--- config.mk ---
export PLATFORM = sky130hd
export DESIGN_NAME = busy_arbiter
export DESIGN_NICKNAME = d
export VERILOG_FILES = /design/src/rtl/busy_arbiter.sv
export SDC_FILE = /design/constraint.sdc
export NUM_CORES = 1
export LEC_CHECK = 0
export BUFFER_PORTS_ARGS = -buffer_cell sky130_fd_sc_hd__buf_2
export CAP_MARGIN = 20
export CORE_MARGIN = 3
export CORE_UTILIZATION = 34
export CTS_CLUSTER_SIZE = 14
export DETAILED_ROUTE_END_ITERATION = 7
export GPL_TIMING_DRIVEN = 0
export SLEW_MARGIN = 20
export SYNTH_ARGS = -nofsm -noshare
export SYNTH_HDL_FRONTEND = slang
export SYNTH_SLANG_ARGS = --single-unit
--- constraint.sdc ---
create_clock -name clk -period 3.1 [get_ports clk]
set_clock_uncertainty 0.15 [all_clocks]
set_input_delay 0.62 -clock clk [delete_from_list [all_inputs] [get_ports clk]]
set_output_delay 0.62 -clock clk [all_outputs]
set_load 0.05 [all_outputs]
--- src/rtl/busy_arbiter.sv ---
module busy_arbiter #(
  parameter int AW = 19,
  parameter bit TIE_LEFT_WINS = 1'b1
) (
  input  logic          clk,
  input  logic          rst_n,
  input  logic          master_mode,
  input  logic          l_en,
  input  logic [AW-1:0] l_addr,
  input  logic          l_wr,
  input  logic          l_busy_in_n,
  input  logic          r_en,
  input  logic [AW-1:0] r_addr,
  input  logic          r_wr,
  input  logic          r_busy_in_n,
  output logic          l_busy_n,
  output logic          r_busy_n,
  output logic          l_we,
  output logic          r_we,
  output logic          conflict
);

  logic          l_en_q, r_en_q;
  logic [AW-1:0] l_addr_q, r_addr_q;
  logic          bl_q, br_q, bl_d, br_d;
  logic          match, l_settled, r_settled;
  logic          l_inh, r_inh;

  assign match     = l_en & r_en & (l_addr == r_addr);
  assign l_settled = l_en & l_en_q & (l_addr == l_addr_q);
  assign r_settled = r_en & r_en_q & (r_addr == r_addr_q);

  always_comb begin
    bl_d = 1'b0;
    br_d = 1'b0;
    if (match) begin
      if (bl_q | br_q) begin
        bl_d = bl_q;
        br_d = br_q;
      end else if (l_settled & ~r_settled) begin
        br_d = 1'b1;
      end else if (r_settled & ~l_settled) begin
        bl_d = 1'b1;
      end else if (TIE_LEFT_WINS) begin
        br_d = 1'b1;
      end else begin
        bl_d = 1'b1;
      end
    end
  end

  always_ff @(posedge clk or negedge rst_n) begin
    if (!rst_n) begin
      l_en_q   <= 1'b0;
      r_en_q   <= 1'b0;
      l_addr_q <= '0;
      r_addr_q <= '0;
      bl_q     <= 1'b0;
      br_q     <= 1'b0;
    end else begin
      l_en_q   <= l_en;
      r_en_q   <= r_en;
      l_addr_q <= l_addr;
      r_addr_q <= r_addr;
      bl_q     <= bl_d;
      br_q     <= br_d;
    end
  end

  assign l_inh    = master_mode ? bl_q : ~l_busy_in_n;
  assign r_inh    = master_mode ? br_q : ~r_busy_in_n;
  assign l_busy_n = ~(master_mode & bl_q);
  assign r_busy_n = ~(master_mode & br_q);
  assign l_we     = l_en & l_wr & ~l_inh;
  assign r_we     = r_en & r_wr & ~r_inh;
  assign conflict = l_inh | r_inh;

endmodule

==> out/metrics.cfg <==
[status]
outcome = finished, final reports clean

[worst_setup_path]
rr_startpoint = l_addr_q[7]
worst-path-max-fanout = 6
worstPathCellList = buf_2, nand2_1, o2111a_1, buf_2
crit_type = input port to primary output
critPathMaxStageDelay_ns = 0.25
cpMostUsedCell = buf_2
worstPathArrival_ns = 1.26
critPathCaptureType = primary output
worstRegToRegCells = 6
cp.required_ns = 2.33
reg2reg_slack_ns = 1.21
crit_path_top_delay_cell = buf_2
start_kind = input port
r2r_end = bl_q

[cts]
clk_pin_slew_worst_paths_ns = 0.08
cts_tree = done
insertion_delay_ns = 0.29
cts-buffers-inserted = 5
post_cts_buffers = 0
cts-root-buf = clkbuf_8
post_cts_resized = 0
clkSinkCount = 42
cts_hold_buffers = 0
htree_num_levels = 2
cts_buffer_depth = 2

[floorplan]
row_count = 25
ios = 52
initial_utilization_pct = 36.4
coreArea_um2 = 4880
die_area_um2 = 6120
die_width_um = 78.2
fp.dieH_um = 78.2

[logic_synthesis]
synthesis.area_um2 = 1770
synth_cell_type_count = 19
synth_edf_count = 0
synth_top_area_share_pct = 59.2
synthTopCellsByCount = 42 x dfrtp_1, 35 x xnor2_1, 22 x xor2_1
synth-seq-cells = 42
synthFlopType = dfrtp_1
syn_area_per_cell_um2 = 13.2
async_flop_share_pct = 100
netlist_top_cells_area = dfrtp_1 59%, xnor2_1 17%, xor2_1 11%
syn_nets = 181
yosys_warnings = 0
synth_most_common_cell = dfrtp_1
syn_inst = 134
synth_seq_area_share_pct = 59.2
synth_area_leader_cell = dfrtp_1

[power_and_ir_drop]
ir_worst_vdd_mv = 0.302
powerDensity_nw_per_um2 = 496
leakagePower_nw = 0.951

[global_route]
grt_max_degree = 43
grtUsageTotal_pct = 12.5
antenna_found_initial = 0
grt_pass1_vias = 1186
gr-total-overflow = 0
grt_pass1_wl_um = 5730

[routing]
firstDrtPassIters = 4
num_vias = 1130
wire_per_inst_um = 13.3
drc_errors = 0
drt-initial-drc-count = 35
routed_via_density = 4.35
ant_nets = 0
routed_wl_um = 3460

[sta]
setup_viol = 0
hold_violations = 0
slew_headroom_pct = 37.8
tightest_slew_ns = 0.933
maxSlewViolCount = 0
period_share_pct = 65.6
finalCriticalPeriod_ns = 2.03
fin_ws_ns = 1.07
rsz0062_at_grt = false
tns_ns = 0
fmaxAchievable_mhz = 492

[hold_path]
hold_class = input port to asynchronous set/reset pin

[placement]
place_congestion = 0.716
pre_cts_slack_ns = 0.782
io_buffers = 51
post-dp-hpwl_um = 2770

[finish]
nFillCells = 471
syn_to_final_growth_pct = 24.5
antenna_cells = 0
fin_nets = 239
drive_gt1_share_pct = 32.1

[job]
max-cap-violations = 0

-- layer usage --
| layer | vias to the layer above | wire (µm) | part of all wire [%] | global-route usage [%] |
|---|---|---|---|---|
| met5 | - | 0 | 0 | 0 |
| met4 | 0 | 64 | 1.9 | 5.24 |
| met3 | 7 | 266 | 7.7 | 4.47 |
| met2 | 40 | 1440 | 42 | 17.3 |
| met1 | 512 | 1690 | 49 | 17.6 |
| li1 | 571 | - | - | - |
-- cells by family after synthesis --
logic type | Yosys count | synth area share (%)
and+or+nand+nor | 28 | 9.66
xor gates and xnor gates | 57 | 28.1
DFF | 42 | 59.2
buffers and inverters | 1 | 0.211
AOI/OAI and AO/OA | 6 | 2.75
-- stage by stage --
step                      utilization, %  instances  power, W  hold WS [ns]  cell area (µm²)
final                               45.3        260   0.00110         0.318             2210
after CTS                           45.3        260   0.00112         0.318             2210
after global placement              43.3        252  0.000747         0.383             2110
after global routing                45.3        260   0.00116         0.311             2210
after detailed placement            43.3        252  0.000749         0.388             2110
after floorplan                        -        134  0.000669         0.174             1770
-- cell type report --
type | instances | area (µm²) | area share, %
flip-flops and latches | 42 | 1050 | 47.6
clock inverters | 2 | 12.5 | 0.567
clock buffers | 6 | 82.6 | 3.74
inverters | 1 | 3.75 | 0.170
well taps | 67 | 83.8 | 3.80
multi-input cells | 91 | 719 | 32.6
repair buffers | 51 | 255 | 11.6
-- worst max path at each step --
| stage | from | cells past startpoint | end |
|---|---|---|---|
| after CTS | master_mode | 4 | r_we |
| after global routing | br_q | 3 | r_we |
| after global placement | l_addr[7] | 7 | bl_q |
| final | master_mode | 4 | r_we |
| after floorplan | master_mode | 2 | r_we |
| after detailed placement | l_addr[7] | 7 | bl_q |
-- sequential cells by signal, summed over array words and instances, names as in the netlist --
signal	count
bl_q	1
br_q	1
l_addr_q	19
l_en_q	1
r_addr_q	19
r_en_q	1
-- report_power, final --
part,internal [W],switching [W],total [W]
Sequential,0.000574,0.0000106,0.000584
Combinational,0.0000690,0.0000805,0.000149
Clock,0.000179,0.000183,0.000362
-- placed cells by master, fill, tap and decap left out, drive strengths merged --
cell type,n
a21oi,2
buf,51
clkbuf,6
clkinv,1
clkinvlp,1
dfrtp,42
inv,1
nand2,3
nand3,4
nand4,8
nor2,3
nor2b,1
nor3,2
nor4,5
o2111a,2
o2111ai,1
o21a,1
or4,2
xnor2,35
xor2,22
-- critical path: cells and delay by family --
| family | cells | cell delay (ns) |
|---|---|---|
| buffers and inverters | 2 | 0.38 |
| AOI/OAI and AO/OA | 1 | 0.18 |
| and+or+nand+nor | 1 | 0.08 |
Note: power is estimated with default switching activity, not from simulation.
